File: src/rtl/netctl_misc_pkg.sv
package netctl_misc_pkg;
    localparam int CTRL_W = 4;

    // bit 0 = gate, bit 1 = irq mode, bit 2 = converter control, bit 3 = polarity
    typedef struct packed {
        logic cvt_pol;
        logic cvt_ctl;
        logic irq_mode;
        logic prom_we;
    } ctrl_bits_t;

    typedef enum logic {
        LD_FILL = 1'b0,
        LD_FULL = 1'b1
    } ld_state_t;

    typedef enum logic {
        IRQ_SHARED    = 1'b0,
        IRQ_DEDICATED = 1'b1
    } irq_mode_t;
endpackage

File: src/rtl/misc_ctrl_reg.sv
module misc_ctrl_reg
    import netctl_misc_pkg::*;
(
    input  logic                 clk,
    input  logic                 rst_n,
    input  logic                 wr_i,
    input  logic                 soft_rst_i,
    input  logic                 stop_i,
    input  logic [CTRL_W-1:0]    wdata_i,
    output ctrl_bits_t           ctrl_o
);
    ctrl_bits_t ctrl_q;

    // Only the hard reset clears the bits; soft reset and stop are not in the list.
    always_ff @(posedge clk or negedge rst_n) begin
        if (!rst_n) begin
            ctrl_q <= '0;
        end else if (wr_i) begin
            ctrl_q <= ctrl_bits_t'(wdata_i);
        end
    end

    assign ctrl_o = ctrl_q;

    p_soft_keep_r10: assert property (@(posedge clk) disable iff (!rst_n)
        ((soft_rst_i || stop_i) && !wr_i) |=> $stable(ctrl_q));

    p_store_r2: assert property (@(posedge clk) disable iff (!rst_n)
        wr_i |=> (ctrl_q == $past(wdata_i)));
endmodule

File: src/rtl/prom_shadow.sv
module prom_shadow
    import netctl_misc_pkg::*;
#(
    parameter int DATA_W = 8,
    parameter int DEPTH  = 16,
    localparam int IDX_W = $clog2(DEPTH)
) (
    input  logic              clk,
    input  logic              rst_n,
    input  logic              ld_valid_i,
    input  logic [DATA_W-1:0] ld_data_i,
    input  logic              host_wr_i,
    input  logic [IDX_W-1:0]  host_idx_i,
    input  logic [DATA_W-1:0] host_data_i,
    input  logic              gate_i,
    input  logic [IDX_W-1:0]  rd_idx_i,
    output logic [DATA_W-1:0] rd_data_o
);
    ld_state_t state_q, state_d;
    logic [IDX_W-1:0] cnt_q, cnt_d;
    logic [DEPTH-1:0][DATA_W-1:0] mem_q;
    logic [DEPTH-1:0] wr_sel;
    logic ld_fire, host_fire;
    logic [IDX_W-1:0] wr_idx;
    logic [DATA_W-1:0] wr_byte;

    // state register
    always_ff @(posedge clk or negedge rst_n) begin
        if (!rst_n) begin
            state_q <= LD_FILL;
            cnt_q   <= '0;
        end else begin
            state_q <= state_d;
            cnt_q   <= cnt_d;
        end
    end

    // next state and write steering
    always_comb begin
        state_d = state_q;
        cnt_d   = cnt_q;
        ld_fire = 1'b0;
        unique case (state_q)
            LD_FILL: begin
                if (ld_valid_i) begin
                    ld_fire = 1'b1;
                    cnt_d   = cnt_q + 1'b1;
                    if (cnt_q == IDX_W'(DEPTH - 1)) begin
                        state_d = LD_FULL;
                    end
                end
            end
            LD_FULL: begin
                state_d = LD_FULL;
            end
        endcase
        host_fire = host_wr_i && gate_i && !ld_fire;
        wr_idx    = ld_fire ? cnt_q : host_idx_i;
        wr_byte   = ld_fire ? ld_data_i : host_data_i;
    end

    for (genvar g = 0; g < DEPTH; g++) begin : g_sel
        assign wr_sel[g] = (ld_fire || host_fire) && (wr_idx == IDX_W'(g));
    end

    always_ff @(posedge clk or negedge rst_n) begin
        if (!rst_n) begin
            mem_q <= '0;
        end else begin
            for (int i = 0; i < DEPTH; i++) begin
                if (wr_sel[i]) begin
                    mem_q[i] <= wr_byte;
                end
            end
        end
    end

    assign rd_data_o = mem_q[rd_idx_i];

    p_full_hold_r3: assert property (@(posedge clk) disable iff (!rst_n)
        (state_q == LD_FULL) |=> (state_q == LD_FULL));

    p_gate_r4: assert property (@(posedge clk) disable iff (!rst_n)
        (!gate_i && !ld_fire) |=> $stable(mem_q));

    p_load_wins_r5: assert property (@(posedge clk) disable iff (!rst_n)
        ld_fire |=> (mem_q[$past(cnt_q)] == $past(ld_data_i)));
endmodule

File: src/rtl/pad_drive.sv
module pad_drive
    import netctl_misc_pkg::*;
(
    input  logic      clk,
    input  logic      rst_n,
    input  logic      irq_pend_i,
    input  irq_mode_t irq_mode_i,
    input  logic      cvt_ctl_i,
    input  logic      cvt_pol_i,
    input  logic      port_tp_i,
    output logic      irq_oe_o,
    output logic      irq_out_o,
    output logic      cvt_en_o
);
    logic oe_d, out_d, cvt_d;

    always_comb begin
        unique case (irq_mode_i)
            IRQ_SHARED: begin
                oe_d  = irq_pend_i;
                out_d = 1'b0;
            end
            IRQ_DEDICATED: begin
                oe_d  = 1'b1;
                out_d = irq_pend_i;
            end
        endcase
        cvt_d = (cvt_ctl_i && !port_tp_i) ^ cvt_pol_i;
    end

    always_ff @(posedge clk or negedge rst_n) begin
        if (!rst_n) begin
            irq_oe_o  <= 1'b0;
            irq_out_o <= 1'b0;
            cvt_en_o  <= 1'b0;
        end else begin
            irq_oe_o  <= oe_d;
            irq_out_o <= out_d;
            cvt_en_o  <= cvt_d;
        end
    end

    p_shared_rel_r6: assert property (@(posedge clk) disable iff (!rst_n)
        (irq_mode_i == IRQ_SHARED && !irq_pend_i) |=> !irq_oe_o);

    p_shared_low_r6: assert property (@(posedge clk) disable iff (!rst_n)
        (irq_mode_i == IRQ_SHARED && irq_pend_i) |=> (irq_oe_o && !irq_out_o));

    p_dedicated_r7: assert property (@(posedge clk) disable iff (!rst_n)
        (irq_mode_i == IRQ_DEDICATED) |=> (irq_oe_o && irq_out_o == $past(irq_pend_i)));

    p_tp_idle_r8: assert property (@(posedge clk) disable iff (!rst_n)
        port_tp_i |=> (cvt_en_o == $past(cvt_pol_i)));

    p_polarity_r9: assert property (@(posedge clk) disable iff (!rst_n)
        (!port_tp_i && cvt_ctl_i) |=> (cvt_en_o == !$past(cvt_pol_i)));
endmodule

File: src/rtl/netctl_misc_cfg.sv
module netctl_misc_cfg
    import netctl_misc_pkg::*;
#(
    parameter int DATA_W     = 8,
    parameter int PROM_BYTES = 16,
    localparam int IDX_W     = $clog2(PROM_BYTES),
    localparam int ADDR_W    = IDX_W + 1
) (
    input  logic              clk,
    input  logic              rst_n,
    input  logic              soft_rst,
    input  logic              stop_cmd,
    input  logic              host_wr,
    input  logic [ADDR_W-1:0] host_addr,
    input  logic [DATA_W-1:0] host_wdata,
    output logic [DATA_W-1:0] host_rdata,
    input  logic              ld_valid,
    input  logic [DATA_W-1:0] ld_data,
    input  logic              irq_pending,
    input  logic              port_tp,
    output logic              irq_oe,
    output logic              irq_out,
    output logic              cvt_en
);
    localparam logic [ADDR_W-1:0] CTRL_ADDR = ADDR_W'(PROM_BYTES);

    ctrl_bits_t ctrl;
    logic in_prom, at_ctrl;
    logic [DATA_W-1:0] prom_byte;

    assign in_prom = (host_addr < CTRL_ADDR);
    assign at_ctrl = (host_addr == CTRL_ADDR);

    misc_ctrl_reg u_reg (
        .clk        (clk),
        .rst_n      (rst_n),
        .wr_i       (host_wr && at_ctrl),
        .soft_rst_i (soft_rst),
        .stop_i     (stop_cmd),
        .wdata_i    (host_wdata[CTRL_W-1:0]),
        .ctrl_o     (ctrl)
    );

    prom_shadow #(.DATA_W(DATA_W), .DEPTH(PROM_BYTES)) u_prom (
        .clk         (clk),
        .rst_n       (rst_n),
        .ld_valid_i  (ld_valid),
        .ld_data_i   (ld_data),
        .host_wr_i   (host_wr && in_prom),
        .host_idx_i  (host_addr[IDX_W-1:0]),
        .host_data_i (host_wdata),
        .gate_i      (ctrl.prom_we),
        .rd_idx_i    (host_addr[IDX_W-1:0]),
        .rd_data_o   (prom_byte)
    );

    pad_drive u_pad (
        .clk        (clk),
        .rst_n      (rst_n),
        .irq_pend_i (irq_pending),
        .irq_mode_i (irq_mode_t'(ctrl.irq_mode)),
        .cvt_ctl_i  (ctrl.cvt_ctl),
        .cvt_pol_i  (ctrl.cvt_pol),
        .port_tp_i  (port_tp),
        .irq_oe_o   (irq_oe),
        .irq_out_o  (irq_out),
        .cvt_en_o   (cvt_en)
    );

    always_comb begin
        if (in_prom) begin
            host_rdata = prom_byte;
        end else if (at_ctrl) begin
            host_rdata = {{(DATA_W - CTRL_W){1'b0}}, ctrl};
        end else begin
            host_rdata = '0;
        end
    end
endmodule

File: config.mk
export PLATFORM = sky130hd
export DESIGN_NAME = netctl_misc_cfg
export DESIGN_NICKNAME = d
export VERILOG_FILES = /design/src/rtl/netctl_misc_pkg.sv /design/src/rtl/misc_ctrl_reg.sv /design/src/rtl/prom_shadow.sv /design/src/rtl/pad_drive.sv /design/src/rtl/netctl_misc_cfg.sv
export SDC_FILE = /design/constraint.sdc
export NUM_CORES = 1
export LEC_CHECK = 0
export BUFFER_PORTS_ARGS = -buffer_cell sky130_fd_sc_hd__buf_4
export CORE_MARGIN = 2
export CORE_UTILIZATION = 54
export DETAILED_ROUTE_END_ITERATION = 8
export PLACE_DENSITY = 0.72
export SETUP_SLACK_MARGIN = 0.15
export SYNTH_ARGS = -nofsm -noshare
export SYNTH_HDL_FRONTEND = slang
export SYNTH_SLANG_ARGS = --single-unit
File: constraint.sdc
create_clock -name clk -period 5.7 [get_ports clk]
set_input_delay 0.285 -clock clk [delete_from_list [all_inputs] [get_ports clk]]
set_output_delay 0.285 -clock clk [all_outputs]
set_load 0.02 [all_outputs]
---- Word-level counts from Yosys, hierarchy flattened ----
Index checks and enable logic that the tools add are counted.
word-level totals
  register bits ........................... 140
  latch bits .............................. 0
  memory bits (writable) .................. 0
  ROM bits ................................ 0
  output and inout bits ................... 11
  logic and storage cells ................. 87
  memories ................................ 0
cells by class
  $add $sub $neg .......................... 1
  multipliers ............................. 0
  div/mod/pow operators ................... 0
  magnitude comparators ................... 2
  eq/ne operators ......................... 17
  shift-type cells ........................ 0
  multiplexer cells ....................... 13
  bitwise logic cells ..................... 3
  reductions and logical operators ........ 26
operator list
  kind                                                                           count
  4-bit == test (second input constant)                                          9
  8-bit binary-select mux with 4-bit select                                      1
  8-bit 2-to-1 mux                                                               3
  1-bit logical AND                                                              21
  4-bit by 3-bit == test with 1-bit output (second input constant)               4
  4-bit by 2-bit == test with 1-bit output (second input constant)               2
  4-bit 2-to-1 mux                                                               2
  1-bit one-hot mux with 2 select lines                                          3
  5-bit == test (second input constant)                                          1
  4-bit by 5-bit less-than comparator with 1-bit output (second input constant)  1
  5-bit less-than comparator (second input constant)                             1
  4-bit by 1-bit adder with 4-bit output (second input constant)                 1
  4-bit by 1-bit == test with 1-bit output (second input constant)               1
  4-bit zero test                                                                1
  1-bit 2-to-1 mux                                                               4
  1-bit zero test                                                                2
  1-bit NOT                                                                      2
  2-bit AND reduction                                                            1
  1-bit logical OR                                                               1
  1-bit bitwise XOR                                                              1

---- Logic depth before layout (Yosys ltp) ----
Gate-level depths: netlist of the first run.
  depth in word-level cells ............... 6
  gate-level depth with buffers ........... 7
  depth with buffers taken out ............ 4

---- Modules after synthesis ----
Synthesis of the first run repeated with hierarchy kept, for this count alone.
second synthesis, totals
  cells, all modules ...................... 468
  area, all modules ....................... 6782.8 um^2
by module, submodules not included
  module           times used  cells an instance  area an instance (um^2)
  prom_shadow      1           431                6339.8
  netctl_misc_cfg  1           22                 180.2
  misc_ctrl_reg    1           8                  145.1
  pad_drive        1           7                  117.6

---- Worst setup path after synthesis of the first run ----
No wires, ideal clock.
  path kind ............................... in2out
  from .................................... input host_addr[1]
  to ...................................... output host_rdata[2]
  arrival ................................. 1718 ps
  required time ........................... 5415 ps
  slack ................................... 3697 ps
  stages .................................. 6
  buffers on the path ..................... 2
  cells stage by stage .................... clkbuf_1 -> buf_1 -> mux4_2 -> mux2i_1 -> nor2_1 -> a221o_1
between the ends
  cells in the longest elaborated chain, start to end .. 3
RTL lines
  element                                                                     line                                      RTL
  from (decl)                                                                 netctl_misc_cfg.sv:14                     input logic [ADDR_W-1:0] host_addr,
  8-bit binary-select mux with 4-bit select or 5-bit == test (tied branches)  prom_shadow.sv:78, netctl_misc_cfg.sv:32
  8-bit 2-to-1 mux (implied by the code) or 4-bit 2-to-1 mux (tied branches)  prom_shadow.sv:78, netctl_misc_cfg.sv:73
  8-bit 2-to-1 mux (*)                                                        netctl_misc_cfg.sv:71                     if (in_prom) begin
  to (decl)                                                                   netctl_misc_cfg.sv:16                     output logic [DATA_W-1:0] host_rdata,
Every way passes the cells marked *; elsewhere a longest branch is shown, timed or not. The select of a mux whose other input is x is not followed.

---- Final worst setup path of the first run ----
  from .................................... register u_prom.state_q
  to ...................................... register u_prom.mem_q[73] (netlist bit)
between the ends
  cells in the longest elaborated chain, start to end .. 5
RTL lines
  element                                                                   line               RTL
  from (decl)                                                               prom_shadow.sv:19  ld_state_t state_q, state_d;
  from (signal assigned)                                                    prom_shadow.sv:33  state_q <= state_d;
  1-bit 2-to-1 mux (*)                                                      prom_shadow.sv:43  unique case (state_q)
  parallel branches: the longest is 4 deep, another holds 4-bit 2-to-1 mux  --
  to (signal, indexed assignment)                                           prom_shadow.sv:72  mem_q[i] <= wr_byte;
  to (decl)                                                                 prom_shadow.sv:21  logic [DEPTH-1:0][DATA_W-1:0] mem_q;
Every way passes the cells marked *.
A chain may end at the register's enable or synchronous reset.

==> impl_metrics.toml, run 1 <==
[status]
status = "finished clean"

[route]
vias = 4026
wl_um = 14400
route.detailed.drc = 0
wire_per_inst_um = 21.3
vias_per_cell = 5.95
drt_iter0_drc = 280
drtAntennaViolNets = 0
dr.pass1.iters = 4

[die]
die_w_um = 115
rows = 40
die_h_um = 115
coreArea_um2 = 12100
ioPinCount = 40
fp.dieArea_um2 = 13300
start_util_pct = 55.5

[clock_network]
cts_tree = "done"
cts.sinks = 140
clockRootBuffer = "clkbuf_16"
h-tree-depth = 4
clkTransAtPathRegs_ps = 60
ctsResizeCount = 0
numCtsBuffers = 17
clockBufferDepth = 2
clock_latency_ps = 420
cts_setup_buffers = 0

[yosys]
yosysMostFrequentCell = "dfrtp_1"
syn-instance-count = 466
yosysTopAreaCell = "dfrtp_1"
yosysWarnings = 0
ys_seq_area_share_pct = 52.3
ys_ff_latch = 140
yosysUniqueCellTypes = 36
netlist_area_um2 = 6690
yosys-top-cells-area = "dfrtp_1, mux2_2, mux4_2"
synthArstFlopShare_pct = 100
synth_top_area_share_pct = 52.3
synth_nets = 496
synth-edff-count = 0
syn_area_per_cell_um2 = 14.4
ys.flop_type = "dfrtp_1"
synth_commonest_cells = "dfrtp_1, mux2_2, nand2_1, mux4_2, mux2i_1"

[critical_path]
worstPathArrival_ps = 3370
cp_max_fo = 16
criticalPathCategory = "flip-flop to flip-flop"
cp_data_required_time_ps = 6000
path_cells = "nand2b_1 -> o21ai_0 -> nand3_1 -> mux2_2"
cpPeakStageDelay_ps = 770
cp.buffers_inverters = 0
end_kind = "flip-flop"
crit_slowest_cell = "nand3_1"
cpLargestDelayFamily = "simple AND/OR/NAND/NOR gates"
start_kind = "flip-flop"

[global_route]
overflow = 0
grt_max_degree = 91
grt_usage_pct = 23.9
grt_first_pass_wirelength_um = 23200
antenna_found_initial = 0
first_global_vias = 4293

[sta]
slew_viol_final = 0
min_period_ps = 3070
fin_crit_sh_pct = 53.8
rsz0062_at_grt = "no"
final_hold_viol_count = 0
max_freq_mhz = 326
setup-tns-final_ps = 0
finClkSkew_ps = 6.66
worst_slew_pin_slew_ps = 1150
slew-limit-headroom_pct = 23.1
setup_viol = 0

[place]
place_area_um2 = 7070
hpwl_um = 9070
gp_congestion = 0.840
io_buffers = 37

[layout]
drive_above_1_share_pct = 47.9
syn2layout_area_growth_pct = 15.1
finalInstanceArea_um2 = 7700
diodes = 0
num-nets-final = 526

[power]
p_per_area_nw_per_um2 = 509
max-vdd-ir-drop_uv = 308
p_leak_nw = 3.47

[worst_hold_path]
holdCritPathClass = "primary input to flip-flop"

[job]
maxCapViolations = 0
## routing by layer
metal	routed length [um]	track usage, %
met5	0	0
met4	215	8.27
met3	761	6.17
met2	6980	37.9
met1	6460	32.3
## report_power, final
| group | internal [mW] | leakage [nW] | total, mW | switching, mW |
|---|---|---|---|---|
| clock network | 0.726 | 0.307 | 1.15 | 0.422 |
| registers | 1.45 | 1.76 | 1.69 | 0.242 |
| logic | 0.631 | 1.40 | 1.08 | 0.449 |
## cells in the final DEF (no fill, tap or decap), drive strengths merged, types with 6 or more instances in the layout
cell type,netlist,routed
nand2,35,35
nor2,9,9
o22ai,8,8
nand3,10,10
mux2i,19,19
dfrtp,140,140
mux4,24,24
clkinv,0,6
nor2b,6,6
clkbuf,13,20
mux2,141,141
buf,15,38
## per-stage QoR
step                hold slack (ps)  util, %  setup WS [ps]  cells  power [mW]
finish                         71.5     63.9           2630    677        3.92
floorplan                     -10.6        -           3700    466        2.49
detailed placement              246     58.6           2710    644        2.79
global route                   69.2     63.9           2460    677        4.13
global placement                239     58.6           2770    644        2.71
CTS                            58.6     63.9           2660    677        3.95
## final timing paths
check	startpoint	endpoint	slack, ps	cells past startpoint
setup reg to reg	u_prom.state_q	u_prom.mem_q[73]	2630	4
setup / recovery	u_prom.state_q	u_prom.mem_q[73]	2630	4
hold reg to reg	u_prom.mem_q[64]	u_prom.mem_q[64]	480	1
hold / removal	irq_pending	u_pad.irq_oe_o	70	2
min in group asynchronous	rst_n	u_prom.cnt_q[1]	370	2
max in group asynchronous	rst_n	u_prom.mem_q[28]	3820	3
## state kept, by name, indices dropped and copies added, names as in the netlist
| name | cells |
|---|---|
| u_pad.cvt_en_o | 1 |
| u_prom.cnt_q | 4 |
| u_prom.state_q | 1 |
| u_pad.irq_oe_o | 1 |
| u_reg.ctrl_o | 4 |
| u_prom.mem_q | 128 |
| u_pad.irq_out_o | 1 |
## final cells by class
type,count,area [um^2]
fill,879,4360
sequential,140,3500
multi-input combinational,296,3060
clock buffer,20,467
timing repair buffer,39,299
tap,168,210
clock inverter,12,160
inverter,2,7.51
## logic make-up (layout without fill, tap and decap cells)
| kind of cell | count (synthesis) | in the layout | synth area share [%] |
|---|---|---|---|
| DFF | 140 | 140 | 52.3 |
| muxes | 184 | 184 | 34.8 |
| AOI/OAI and AO/OA | 28 | 28 | 3.68 |
| adders and majority gates | 1 | 1 | 0.187 |
| and+or+nand+nor | 79 | 79 | 6.39 |
| buffers and inverters | 30 | 73 | 2.04 |
| xor gates and xnor gates | 4 | 4 | 0.523 |
## timing repair
| action | CTS | global route |
|---|---|---|
| hold buffers | 1 | 0 |
| hold endpoints to repair | 50 | 0 |
| endpoints found under the setup margin | 0 | 0 |
Note: power is estimated with default switching activity, not from simulation.
==> inputs of run 2 (changes only) <==
clock period = 3 ns   (was 5.7 ns; I/O delays follow)
==> run 2 against run 1 <==
Sequential power grew 90%. Via count is 1.3% higher. Global-route usage up 0.44 points. Register-to-register slack worse by 2400 ps. Core utilization up 0.58 points. Highest routed layer unchanged.
==> impl_metrics.toml, run 2 (synthesis results as in run 1) <==
[layout]
largest_reg_flops = 128
post-route-util_pct = 64.4
layout_commonest_cell = "dfrtp_1"
diodes = 0
final_cell_mix = "dfrtp_1, mux2_2, buf_4"
syn2layout_area_growth_pct = 16.1
top_register = "u_prom.mem_q"
drive_above_1_share_pct = 47.2
finalInstanceArea_um2 = 7770
num-nets-final = 538

[die]
die_w_um = 115
rows = 40
die_h_um = 115
fp.dieArea_um2 = 13300
ioPinCount = 40
start_util_pct = 55.5
coreArea_um2 = 12100

[global_route]
first_global_vias = 4389
overflow = 0
globalRoute.busiestLayer = "met2"
grt_max_degree = 64
grt_first_pass_wirelength_um = 23500
use_met2_pct = 38.9
grt_usage_pct = 24.3
antenna_found_initial = 0
grt_util_met1_pct = 32.2
grt_use_met3_pct = 6.22

[sta]
slew-limit-headroom_pct = 28.3
max_freq_mhz = 365
min_period_ps = 2740
whs_ps = 47.7
rsz0062_at_grt = "yes"
slew_viol_final = 0
fin_crit_sh_pct = 91.4
worst_slew_pin_slew_ps = 1060
setup_viol = 0
finClkSkew_ps = 5.85
final_hold_viol_count = 0
setup-tns-final_ps = 0
setup_ws_ps = 258

[clock_network]
cts_tree = "done"
numCtsBuffers = 17
clockRootBuffer = "clkbuf_16"
h-tree-depth = 4
clockBufferDepth = 2
cts_setup_buffers = 0
clock_latency_ps = 420
cts.sinks = 140
clkTransAtPathRegs_ps = 60

[route]
wire_per_inst_um = 21.4
route.detailed.drc = 0
dr.pass1.iters = 4
wl_um = 14800
drt_iter0_drc = 263
vias = 4079
drtAntennaViolNets = 0
vias_per_cell = 5.92

[critical_path]
start_kind = "flip-flop"
cp_max_fo = 12
reg2reg_depth = 4
reg2reg_slack_ps = 260
r2r_start = "u_prom.state_q"
worstPathArrival_ps = 3040
criticalPathCategory = "flip-flop to flip-flop"
timing.rr.end = "u_prom.mem_q[92]"
cp_data_required_time_ps = 3300
end_kind = "flip-flop"

[power]
max-vdd-ir-drop_uv = 419
p_leak_nw = 3.50
p_per_area_nw_per_um2 = 951

[status]
status = "finished clean"

[worst_hold_path]
hold_start = "ld_valid"
whs_endpoint = "u_prom.state_q"
holdCritPathClass = "primary input to flip-flop"
whs_path_depth = 2

[job]
maxCapViolations = 0

[place]
io_buffers = 37
place_area_um2 = 7110
hpwl_um = 9380
dp_worst_setup_slack_ps = 276
gp_congestion = 0.820
## run 2: cell count changes in the layout (fill, tap and decap cells not counted), sizes merged
cell	previous run	this run
clkbuf	20	26
buf	38	44
bufinv	3	2
dlygate4sd3	1	7
clkinv	6	3
inv	4	2
## run 2: what timing repair did
action / 4_1_cts / 5_1_grt
hold buffers: 7 / 0
setup endpoints to repair: 0 / 7
hold endpoints to repair: 67 / 0
gates resized for setup: 0 / 0
## run 2: cell type report
cell class	count	area [um^2]
clock buffer	26	509
clock inverter	6	82.6
fill	905	4290
inverter	2	7.51
multi-input combinational	296	3060
sequential	140	3500
tap	168	210
timing repair buffer	51	404
## run 2: worst max path at each step
stage | depth (start not counted) | slack, ps | startpoint | endpoint
4_1_cts | 4 | 300 | u_prom.state_q | u_prom.mem_q[91]
2_1_floorplan | 5 | 1160 | u_prom.state_q | u_prom.mem_q[100]
3_5_place_dp | 4 | 280 | u_prom.state_q | u_prom.mem_q[91]
3_3_place_gp | 4 | 400 | u_prom.state_q | u_prom.mem_q[94]
6_report | 4 | 260 | u_prom.state_q | u_prom.mem_q[92]
5_1_grt | 4 | 130 | u_prom.state_q | u_prom.mem_q[93]
## run 2: critical path: stages (launching register included)
cell	delay [ps]
dfrtp_1	450
nand2b_1	420
o21ai_0	540
nand3_1	720
mux2_2	490
## run 2: layer usage
metal  routed length (um)  share of wire [%]
met3                  826                5.6
met1                 6550                 44
met5                    0                  0
met2                 7120                 48
met4                  265                1.8
## run 2: report_power, final
part / internal, mW / switching (mW) / total (mW)
clock: 1.33 / 0.767 / 2.10
sequential: 2.75 / 0.460 / 3.21
combinational: 1.22 / 0.865 / 2.08
## run 2: per-stage QoR
step	std cells	total power, mW
floorplan	466	4.73
global placement	650	5.16
detailed placement	650	5.31
CTS	689	7.43
global route	689	7.78
finish	689	7.39
